### src/rtl/dma_strb_pkg.sv
package dma_strb_pkg;
  localparam int REG_W   = 16;
  localparam int ST_LSB  = 0;
  localparam int ST_W    = 3;
  localparam int ACK_SRC = 3;
  localparam int ACK_DST = 4;
  localparam int END_SRC = 5;
  localparam int END_DST = 6;
  localparam int END_IE  = 9;
  localparam int ERR_IE  = 10;

  localparam logic [REG_W-1:0] ST_MASK  = REG_W'(((1 << ST_W) - 1) << ST_LSB);
  localparam logic [REG_W-1:0] EN_MASK  = REG_W'((1 << ACK_SRC) | (1 << ACK_DST) | (1 << END_SRC) |
                                                  (1 << END_DST) | (1 << END_IE) | (1 << ERR_IE));
  localparam logic [REG_W-1:0] RSV_MASK = ~(ST_MASK | EN_MASK);

  typedef struct packed {
    logic err_ie;
    logic end_ie;
    logic end_dst;
    logic end_src;
    logic ack_dst;
    logic ack_src;
  } chan_en_t;

  function automatic chan_en_t en_from_word(logic [REG_W-1:0] w);
    chan_en_t e;
    e.ack_src = w[ACK_SRC];
    e.ack_dst = w[ACK_DST];
    e.end_src = w[END_SRC];
    e.end_dst = w[END_DST];
    e.end_ie  = w[END_IE];
    e.err_ie  = w[ERR_IE];
    return e;
  endfunction

  function automatic logic [REG_W-1:0] word_from(chan_en_t e, logic [ST_W-1:0] st);
    logic [REG_W-1:0] w;
    w = '0;
    w[ACK_SRC] = e.ack_src;
    w[ACK_DST] = e.ack_dst;
    w[END_SRC] = e.end_src;
    w[END_DST] = e.end_dst;
    w[END_IE]  = e.end_ie;
    w[ERR_IE]  = e.err_ie;
    w[ST_LSB +: ST_W] = st;
    return w;
  endfunction

  // strobe is live when a selected phase is active
  function automatic logic phase_gate(logic sel_src, logic sel_dst, logic src, logic dst);
    return (sel_src & src) | (sel_dst & dst);
  endfunction

  // clear first, then merge new events; bit 2 marks an event on top of a pending flag
  function automatic logic [ST_W-1:0] stat_next(logic [ST_W-1:0] cur, logic clr,
                                                logic done, logic err);
    logic [ST_W-1:0] base;
    logic ovf;
    base = clr ? '0 : cur;
    ovf  = (done | err) & (base[0] | base[1]);
    return base | {ovf, err, done};
  endfunction
endpackage

### src/rtl/dma_strb_chreg.sv
module dma_strb_chreg
  import dma_strb_pkg::*;
(
  input  logic             clk,
  input  logic             rst_n,
  input  logic             wr,
  input  logic [REG_W-1:0] wdata,
  input  logic             done_evt,
  input  logic             err_evt,
  output chan_en_t         en,
  output logic [ST_W-1:0]  stat,
  output logic             clr_hit
);
  assign clr_hit = wr && (wdata[ST_LSB +: ST_W] == '0);

  always_ff @(posedge clk) begin
    if (!rst_n) begin
      en   <= '0;
      stat <= '0;
    end else begin
      if (wr) en <= en_from_word(wdata);
      stat <= stat_next(stat, clr_hit, done_evt, err_evt);
    end
  end
endmodule

### src/rtl/dma_strb_gate.sv
module dma_strb_gate
  import dma_strb_pkg::*;
(
  input  chan_en_t en,
  input  logic     done_f,
  input  logic     err_f,
  input  logic     src,
  input  logic     dst,
  input  logic     last,
  output logic     end_p,
  output logic     ack_p,
  output logic     end_rq,
  output logic     err_rq
);
  assign end_p  = last & phase_gate(en.end_src, en.end_dst, src, dst);
  assign ack_p  = phase_gate(en.ack_src, en.ack_dst, src, dst);
  assign end_rq = done_f & en.end_ie;
  assign err_rq = err_f & en.err_ie;
endmodule

### src/rtl/dma_strb_ctrl.sv
module dma_strb_ctrl
  import dma_strb_pkg::*;
#(
  parameter  int NCH  = 3,
  localparam int CH_W = (NCH > 1) ? $clog2(NCH + 1) : 1
) (
  input  logic             clk,
  input  logic             rst_n,
  input  logic             reg_we,
  input  logic [CH_W-1:0]  reg_ch,
  input  logic [REG_W-1:0] reg_wdata,
  output logic [REG_W-1:0] reg_rdata,
  input  logic [NCH-1:0]   src_ph,
  input  logic [NCH-1:0]   dst_ph,
  input  logic [NCH-1:0]   last_xfer,
  input  logic [NCH-1:0]   done_evt,
  input  logic [NCH-1:0]   err_evt,
  output logic [NCH-1:0]   end_pulse,
  output logic [NCH-1:0]   ack_pulse,
  output logic [NCH-1:0]   end_irq,
  output logic [NCH-1:0]   err_irq
);
  chan_en_t                  en_w [NCH];
  logic [NCH-1:0][ST_W-1:0]  stat_w;
  logic [NCH-1:0]            clr_w;
  logic [NCH-1:0]            wr_sel;

  for (genvar c = 0; c < NCH; c++) begin : g_ch
    assign wr_sel[c] = reg_we && (reg_ch == CH_W'(c));

    dma_strb_chreg u_reg (
      .clk      (clk),
      .rst_n    (rst_n),
      .wr       (wr_sel[c]),
      .wdata    (reg_wdata),
      .done_evt (done_evt[c]),
      .err_evt  (err_evt[c]),
      .en       (en_w[c]),
      .stat     (stat_w[c]),
      .clr_hit  (clr_w[c])
    );

    dma_strb_gate u_gate (
      .en     (en_w[c]),
      .done_f (stat_w[c][0]),
      .err_f  (stat_w[c][1]),
      .src    (src_ph[c]),
      .dst    (dst_ph[c]),
      .last   (last_xfer[c]),
      .end_p  (end_pulse[c]),
      .ack_p  (ack_pulse[c]),
      .end_rq (end_irq[c]),
      .err_rq (err_irq[c])
    );
  end

  always_comb begin
    reg_rdata = '0;
    for (int c = 0; c < NCH; c++)
      if (reg_ch == CH_W'(c)) reg_rdata = word_from(en_w[c], stat_w[c]);
  end
endmodule

### config.mk
export PLATFORM = sky130hd
export DESIGN_NAME = dma_strb_ctrl
export DESIGN_NICKNAME = d
export VERILOG_FILES = /design/src/rtl/dma_strb_pkg.sv /design/src/rtl/dma_strb_chreg.sv /design/src/rtl/dma_strb_gate.sv /design/src/rtl/dma_strb_ctrl.sv
export SDC_FILE = /design/constraint.sdc
export NUM_CORES = 1
export LEC_CHECK = 0
export BUFFER_PORTS_ARGS = -buffer_cell sky130_fd_sc_hd__buf_2
export CORE_MARGIN = 5
export CORE_UTILIZATION = 50
export DETAILED_ROUTE_END_ITERATION = 10
export PLACE_DENSITY = 0.89
export SYNTH_ARGS = -nofsm -noshare
export SYNTH_HDL_FRONTEND = slang
export SYNTH_SLANG_ARGS = --single-unit
### constraint.sdc
create_clock -name clk -period 2.9 [get_ports clk]
set_clock_uncertainty 0.05 [all_clocks]
set_input_delay 0.435 -clock clk [delete_from_list [all_inputs] [get_ports clk]]
set_output_delay 0.435 -clock clk [all_outputs]
set_load 0.02 [all_outputs]
==> flow_summary.yaml, run 1 <==
worst_setup_path:
  path_max_fanout: 16
  end_kind: "primary output"
  worstPathRequired_ps: 2410
  reg2reg_depth: 3
  worstPathCellList: "buf_2, and2b_1, nand2_1, o21ai_0, buf_2"
  crit_top_cell: "buf_2"
  regToRegStartpoint: "g_ch[2].u_reg.stat[1]"
  critPathMaxStageDelay_ps: 510
  rr_endpoint: "g_ch[2].u_reg.stat[2]"
  critPathKind: "in2out"
  reg2reg_slack_ps: 1970
  crit_buf_inv: 2
  cp_slowest_cell: "and2b_1"
  critPathTopFamily: "simple AND/OR/NAND/NOR gates"
  cp_data_arrival_time_ps: 1560
  startpoint_type: "input pin"
synth:
  yosysTopAreaCellShare: 0.3573
  ys_types: 24
  ys_top_cells_by_count: "dfxtp_1 (27), nand2_1 (27), mux2i_1 (21)"
  ys_ff_latch: 27
  yosys_warnings: 0
  synth_area_sq_um: 1513
  ys.flop_type: "dfxtp_1"
  ys_seq_area_frac: 0.3573
  yosysTopAreaCell: "dfxtp_1"
  synth.area.top_cells: "dfxtp_1 (36%), mux2i_1 (14%), buf_4 (9.4%)"
  synth_edf_count: 0
  avgSynthCellArea_sq_um: 8.694
  synth_cells: 174
  synthArstFlopShare: 0
floorplan:
  die_y_um: 65.01
  dieArea_sq_um: 4226
  core_region_area_sq_um: 2978
  die_width_um: 65.01
  rows: 20
  start_util: 0.5080
  io_pins: 64
clocking:
  cts-root-buf: "clkbuf_4"
  numCtsBuffers: 3
  htree_levels: 1
  clock_latency_ps: 330
  cts_num_sinks: 27
  cts-resized-gates: 0
  cts_tree: "done"
  cts_setup_buffers: 0
  path_clk_slew_ps: 140
  cts.path.max_buffers: 2
  hold_buffers: 0
timing:
  max_freq_mhz: 488.5
  holdWs_ps: 271.1
  rsz0062_at_grt: "false"
  drv_slew: 0
  hold_violations: 0
  layout_min_cycle_time_ps: 2047
  finalCritPeriodShare: 0.7059
  finalSetupTns_ps: 0
  final-setup-viol-count: 0
outcome:
  status: "finished clean"
hold_path:
  holdPathStages: 3
  min_from: "err_evt[2]"
  worstHoldPathType: "in2reg"
  hold_end: "g_ch[2].u_reg.stat[1]"
power:
  power_density_nw_per_um2: 421.8
  ir_drop_uv: 180.5
  power.static_leakage_uw: 0.0007722
cells_and_area:
  drive_gt1_frac: 0.2816
  fin_nets: 243
  fin_area_sq_um: 1665
  nFillCells: 277
  n_antenna_cell: 0
  seq_area_sq_um: 540.5
  final_util: 0.5592
  syn2layout_area_growth_pct: 10.09
  multi_input_area_sq_um: 810.8
run:
  maxCapViolations: 0
placed_design:
  hpwl_um: 2462
  place.gp.congestion: 0.7777
  place_area_sq_um: 1638
  portBuffers: 49
grt:
  grt_overflow: 0
  track_usage: 0.1555
  grt_start_max_net_pins: 34
  grt_pass1_vias: 1139
  antenna_found_initial: 0
  grt_pass1_wl_um: 5140
routing:
  vias: 1212
  post-route-drc-count: 0
  drtIter0Drc: 62
  first_pass_iters: 4
  antenna_left: 0
  routed_wl_um: 3153
  viasPerCell: 5.071
  wl_per_cell_um: 13.19
placed cells by master (no fill, tap or decap):
master | synthesis | layout
a21boi_0 | 6 | 6
a22o_1 | 3 | 3
a22oi_1 | 3 | 3
and2_1 | 6 | 6
and2b_1 | 1 | 1
buf_2 | 3 | 49
clkbuf_4 | 0 | 3
clkinv_2 | 0 | 1
conb_1 | 1 | 7
dfxtp_1 | 27 | 27
mux2i_1 | 21 | 21
nand2_1 | 27 | 27
nand3_1 | 6 | 6
nand3b_1 | 2 | 2
nor2_1 | 3 | 3
nor2b_1 | 15 | 15
nor3_2 | 1 | 1
nor3b_2 | 2 | 2
nor3b_4 | 1 | 1
o21ai_0 | 14 | 14
o21ai_1 | 4 | 4
o22a_1 | 3 | 3
or4b_4 | 1 | 1
registers in the layout (all words and copies together) (netlist names):
| name | flops |
|---|---|
| g_ch.u_reg.en | 18 |
| g_ch.u_reg.stat | 9 |
final cells by class:
class	count	area share
tap	33	0.02479
clock inverter	1	0.003005
timing repair buffer	49	0.1473
multi-input combinational	126	0.4869
clock buffer	3	0.01352
sequential	27	0.3246
per-stage QoR:
step	power (uW)	worst slack (ps)	std cells
after floorplan	512.7	973.6	180
after global placement	543.7	859.1	235
after detailed placement	547.2	841.9	235
after CTS	706.4	843.0	239
after global routing	741.2	713.5	239
final	702.5	852.8	239
routing by layer:
layer,wire length [um],track usage,vias to the layer above
met5,0,0,-
met4,68,0.07916,0
met3,162,0.01733,5
met2,1509,0.2593,32
met1,1412,0.1966,541
li1,-,-,634
where the power goes:
part / switching (uW) / internal, uW / total [uW]
Sequential: 16.2 / 392 / 408
Clock: 111 / 51.8 / 163
Combinational: 76.2 / 55.4 / 132
Total: 204 / 499 / 702
worst reg2reg max path, cell delays in order (launching register included):
cell and delay [ps]:
dfxtp_1 360, o22a_1 210, o21ai_0 150, nor2_1 60
worst max-delay path by stage:
stage                          from       endpoint  slack [ps]  cells after the start
after floorplan           reg_ch[0]   reg_rdata[0]         970                      4
after global placement    reg_ch[0]   reg_rdata[5]         860                      5
after detailed placement  reg_ch[0]  reg_rdata[10]         840                      5
after CTS                 reg_ch[0]  reg_rdata[10]         840                      5
after global routing      reg_ch[0]   reg_rdata[0]         710                      5
final                     reg_ch[0]  reg_rdata[10]         850                      5
kinds of logic after synthesis:
family                 Yosys count  synth area share
AO/OA/AOI/OAI                   33            0.1390
other                            1          0.002479
buffers and inverters           27            0.1216
multiplexers                    21            0.1390
flip-flops                      27            0.3573
AND/OR/NAND/NOR                 65            0.2407
Power figures use the tool's default switching activity.
==> inputs of run 2 (changes only) <==
--- a/config.mk
+++ b/config.mk
@@ -7,9 +7,9 @@
 export LEC_CHECK = 0
 export BUFFER_PORTS_ARGS = -buffer_cell sky130_fd_sc_hd__buf_2
 export CORE_MARGIN = 5
-export CORE_UTILIZATION = 50
+export CORE_UTILIZATION = 47
 export DETAILED_ROUTE_END_ITERATION = 10
-export PLACE_DENSITY = 0.89
+export PLACE_DENSITY = 0.85
 export SYNTH_ARGS = -nofsm -noshare
 export SYNTH_HDL_FRONTEND = slang
 export SYNTH_SLANG_ARGS = --single-unit
==> constraint.sdc (replaced) <==
create_clock -name clk -period 1.89 [get_ports clk]
set_clock_uncertainty 0.05 [all_clocks]
set_input_delay 0.2835 -clock clk [delete_from_list [all_inputs] [get_ports clk]]
set_output_delay 0.2835 -clock clk [all_outputs]
set_load 0.02 [all_outputs]
==> run 2 against run 1 <==
  * Register-to-register slack got worse by 1000 ps
  * Utilization down 0.92 points
  * Combinational power increased by 55%
  * Setup slack worse by 610 ps
  * Critical path depth is the same
  * Sequential share of layout area shrank 0.53 points
  * Critical endpoint is now reg_rdata[6]
  * Highest routed layer unchanged
==> flow_summary.yaml, run 2 (same netlist as run 1, synthesis figures left out) <==
worst_setup_path:
  worstPathRequired_ps: 1560
  path_max_fanout: 15
  reg2reg_depth: 3
  critPathKind: "in2out"
  end_kind: "primary output"
  startpoint_type: "input pin"
  cp_data_arrival_time_ps: 1310
placed_design:
  dp.cells: 248
  portBuffers: 49
  hpwl_um: 2541
  place_area_sq_um: 1667
  place.gp.congestion: 0.8817
routing:
  vias: 1211
  viasPerCell: 4.806
  routed_wl_um: 3171
  post-route-drc-count: 0
  drtIter0Drc: 46
  first_pass_iters: 5
  wl_per_cell_um: 12.58
  antenna_left: 0
clocking:
  cts_setup_buffers: 0
  path_clk_slew_ps: 130
  clock_latency_ps: 310
  cts_tree: "done"
  cts_num_sinks: 27
  cts-root-buf: "clkbuf_4"
  cts.path.max_buffers: 2
  numCtsBuffers: 3
  cts-resized-gates: 0
  hold_buffers: 0
  htree_levels: 1
timing:
  final-setup-viol-count: 0
  finalSetupTns_ps: 0
  rsz0062_at_grt: "false"
  max_freq_mhz: 608.7
  drv_slew: 0
  hold_violations: 0
  layout_min_cycle_time_ps: 1643
  finalCritPeriodShare: 0.8692
cells_and_area:
  n_antenna_cell: 0
  multi_input_area_sq_um: 810.8
  seq_area_sq_um: 540.5
  nFillCells: 290
  final_common_cell: "buf_2"
  fin_area_sq_um: 1693
  finalNonFillerCells: 252
  max_flop_register: "g_ch.u_reg.en"
  drive_gt1_frac: 0.2837
  reg_top3: "g_ch.u_reg.en (18), g_ch.u_reg.stat (9)"
  final_cell_mix: "buf_2 (49), nand2_1 (27), dfxtp_1 (27)"
  syn2layout_area_growth_pct: 11.91
  fin_nets: 245
  largest_register_ff_count: 18
outcome:
  status: "finished clean"
power:
  power_density_nw_per_um2: 635.7
  ir_drop_uv: 337.3
  power.static_leakage_uw: 0.0007791
grt:
  antenna_found_initial: 0
  grt_pass1_vias: 1156
  track_usage: 0.1478
  grt_overflow: 0
  grt_start_max_net_pins: 34
  grt_pass1_wl_um: 5112
hold_path:
  holdPathStages: 3
  worstHoldPathType: "in2reg"
floorplan:
  start_util: 0.4915
  rows: 20
  die_width_um: 66.73
  io_pins: 64
  core_region_area_sq_um: 3078
  die_y_um: 66.73
  dieArea_sq_um: 4453
run:
  maxCapViolations: 0
-- run 2: cell types whose count changed in the layout (fill, tap and decap cells not counted), sizes merged --
cell / before / now
buf: 49 / 51
clkbuf: 3 / 4
clkinv: 1 / 0
-- run 2: cell type report --
class / count / area share
Clock buffer: 4 / 0.01552
Multi-Input combinational cell: 126 / 0.4789
Sequential cell: 27 / 0.3193
Tap cell: 44 / 0.03252
Timing Repair Buffer: 51 / 0.1537
-- run 2: path summary, 6_finish.rpt --
kind / start / endpoint / slack (ps)
setup / recovery: reg_ch[0] / reg_rdata[6] / 250
hold / removal: done_evt[0] / g_ch[0].u_reg.stat[0] / 120
hold reg to reg: g_ch[2].u_reg.stat[1] / g_ch[2].u_reg.stat[1] / 440
setup reg to reg: g_ch[0].u_reg.stat[0] / g_ch[0].u_reg.stat[2] / 970
-- run 2: critical path, cell delays in order --
cell and delay [ps]:
buf_2 160, and2b_1 470, nand2_1 90, o21ai_0 100, buf_2 200
-- run 2: stage by stage --
stage	total power, uW	hold WS (ps)	setup slack (ps)	util
3_5_place_dp	842.5	418.1	252.0	0.5415
6_report	1076	124.3	247.2	0.5500
4_1_cts	1082	118.3	245.9	0.5500
3_3_place_gp	837.9	413.3	272.6	0.5415
2_1_floorplan	786.7	342.1	266.6	-
5_1_grt	1133	128.9	74.43	0.5500
-- run 2: where the power goes --
group,internal [uW],switching (uW)
Sequential,601,25.2
Clock,82.6,163
Combinational,87.7,117
Total,771,305
-- run 2: metal layers --
layer	global-route usage	vias up	wire, um
met2	0.2450	27	1535
met5	0	-	0
met4	0.06091	0	53
met3	0.02530	5	138
met1	0.1880	546	1445
li1	-	633	-
==> inputs of run 3 (changes only) <==
--- a/config.mk
+++ b/config.mk
@@ -9,6 +9,7 @@
 export CORE_MARGIN = 5
 export CORE_UTILIZATION = 47
 export DETAILED_ROUTE_END_ITERATION = 10
+export GPL_TIMING_DRIVEN = 0
 export PLACE_DENSITY = 0.85
 export SYNTH_ARGS = -nofsm -noshare
 export SYNTH_HDL_FRONTEND = slang
==> constraint.sdc (replaced) <==
create_clock -name clk -period 1.87 [get_ports clk]
set_clock_uncertainty 0.05 [all_clocks]
set_input_delay 0.2805 -clock clk [delete_from_list [all_inputs] [get_ports clk]]
set_output_delay 0.2805 -clock clk [all_outputs]
set_load 0.02 [all_outputs]
==> run 3 against run 2 <==
  * Critical path depth grew 1
  * Routed wire length grew 6.9%
  * Sequential share of layout area shrank 2.7 points
  * First-iteration DRC count shrank 15%
  * Highest routed layer unchanged
  * Global-route usage grew 0.98 points
  * Cell count grew 9.1%
  * Register-to-register slack is essentially flat
  * Critical path type unchanged
  * Non-clock buffer count grew 23
==> flow_summary.yaml, run 3 (same netlist as run 1, synthesis figures left out) <==
worst_setup_path:
  crit_top_cell: "buf_2"
  path_max_fanout: 10
  reg2reg_depth: 3
  rr_endpoint: "g_ch[1].u_reg.stat[2]"
  worstPathRequired_ps: 1540
  critPathTopFamily: "buffers and inverters"
  regToRegStartpoint: "g_ch[1].u_reg.stat[0]"
  crit_buf_inv: 3
  critPathMaxStageDelay_ps: 290
  end_kind: "primary output"
  reg2reg_slack_ps: 970
  cp_slowest_cell: "and2b_1"
  critPathKind: "in2out"
  worst-path-stages: 6
  worstPathCellList: "buf_2, and2b_1, buf_2, nand2_1, o21ai_0, buf_2"
  startpoint_type: "input pin"
  cp_data_arrival_time_ps: 1350
hold_path:
  worstHoldPathType: "in2reg"
  holdPathStages: 3
  min_from: "err_evt[0]"
  hold_end: "g_ch[0].u_reg.stat[1]"
routing:
  viasPerCell: 4.720
  antenna_left: 0
  wl_met2_um: 1658
  met1Wirelength_um: 1494
  wl_met3_um: 192
  vias: 1298
  wl_per_cell_um: 12.33
  post-route-drc-count: 0
  routed_wl_um: 3391
  drtIter0Drc: 39
  maxUsedRoutingLayer: "met4"
  first_pass_iters: 4
grt:
  antenna_found_initial: 0
  grt_start_max_net_pins: 15
  track_usage: 0.1576
  grt_overflow: 0
  grt_pass1_wl_um: 5388
  grt_pass1_vias: 1219
cells_and_area:
  largest_register_ff_count: 18
  n_antenna_cell: 0
  drive_gt1_frac: 0.3377
  final_common_cell: "buf_2"
  fin_nets: 268
  max_flop_register: "g_ch.u_reg.en"
  reg_top3: "g_ch.u_reg.en (18), g_ch.u_reg.stat (9)"
  syn2layout_area_growth_pct: 22.42
  final_cell_mix: "buf_2 (50), nand2_1 (27), dfxtp_1 (27)"
timing:
  layout_setup_ws_ps: 191.4
  finalSetupTns_ps: 0
  finalCritPeriodShare: 0.8977
  rsz0062_at_grt: "false"
  holdWs_ps: 110.1
  drv_slew: 0
  final-setup-viol-count: 0
  hold_violations: 0
  max_freq_mhz: 595.7
  layout_min_cycle_time_ps: 1679
floorplan:
  start_util: 0.4915
  dieArea_sq_um: 4453
  die_width_um: 66.73
  die_y_um: 66.73
  core_region_area_sq_um: 3078
  io_pins: 64
  rows: 20
placed_design:
  place_ws_ps: 203.9
  place.gp.congestion: 0.8361
  hpwl_um: 2835
  portBuffers: 47
clocking:
  cts.path.max_buffers: 2
  htree_levels: 1
  cts_setup_buffers: 0
  numCtsBuffers: 3
  cts_num_sinks: 27
  cts-root-buf: "clkbuf_4"
  hold_buffers: 0
  path_clk_slew_ps: 140
  cts_tree: "done"
  cts-resized-gates: 0
  clock_latency_ps: 330
power:
  power_density_nw_per_um2: 605.6
  power.static_leakage_uw: 0.0008882
  ir_drop_uv: 434.4
run:
  maxCapViolations: 0
outcome:
  status: "finished clean"
==> run 3: changes by cell type in the layout (fill, tap and decap cells not counted) <==
cell / delta
buf_2: +1
buf_6: +1
buf_4: +17
clkbuf_1: +4
==> run 3: per-layer routing <==
metal	track usage	vias to the layer above
li1	-	684
met1	0.1876	572
met2	0.2748	38
met3	0.02867	4
met4	0.06599	0
met5	0	-
==> run 3: cell type report <==
cell class	instances	area, sq um
flip-flops and latches	27	540.5
multi-input cells	126	810.8
fillers	269	1226
repair buffers	47	235.2
plain buffers	27	183.9
well taps	44	55.05
clock buffers	4	26.28
==> run 3: worst max-delay path by stage <==
stage / slack [ps] / startpoint / to
global route: 120 / reg_ch[0] / reg_rdata[9]
CTS: 210 / reg_ch[0] / reg_rdata[2]
floorplan: 250 / reg_ch[0] / reg_rdata[0]
finish: 190 / reg_ch[0] / reg_rdata[2]
global placement: 260 / reg_ch[0] / reg_rdata[10]
detailed placement: 200 / reg_ch[0] / reg_rdata[2]
==> run 3: tightest hold or removal path: stages <==
cell     delay [ps]
buf_2            90
nand2_1          40
o21ai_0          60
==> run 3: power by group <==
part | switching (uW) | leakage (uW) | internal, uW | total, uW
logic | 124 | 0.000651 | 107 | 232
registers | 25.1 | 0.000222 | 608 | 633
clock network | 173 | 0.0000150 | 83.7 | 257
==> run 3: metrics by stage <==
step                      instance area, sq um  total power, uW  std cells    util
after CTS                                 1852             1122        275  0.6016
final                                     1852             1121        275  0.6016
after floorplan                           1535            795.1        180       -
after global routing                      1852             1170        275  0.6016
after global placement                    1826            870.2        271  0.5931
after detailed placement                  1826            876.8        271  0.5931
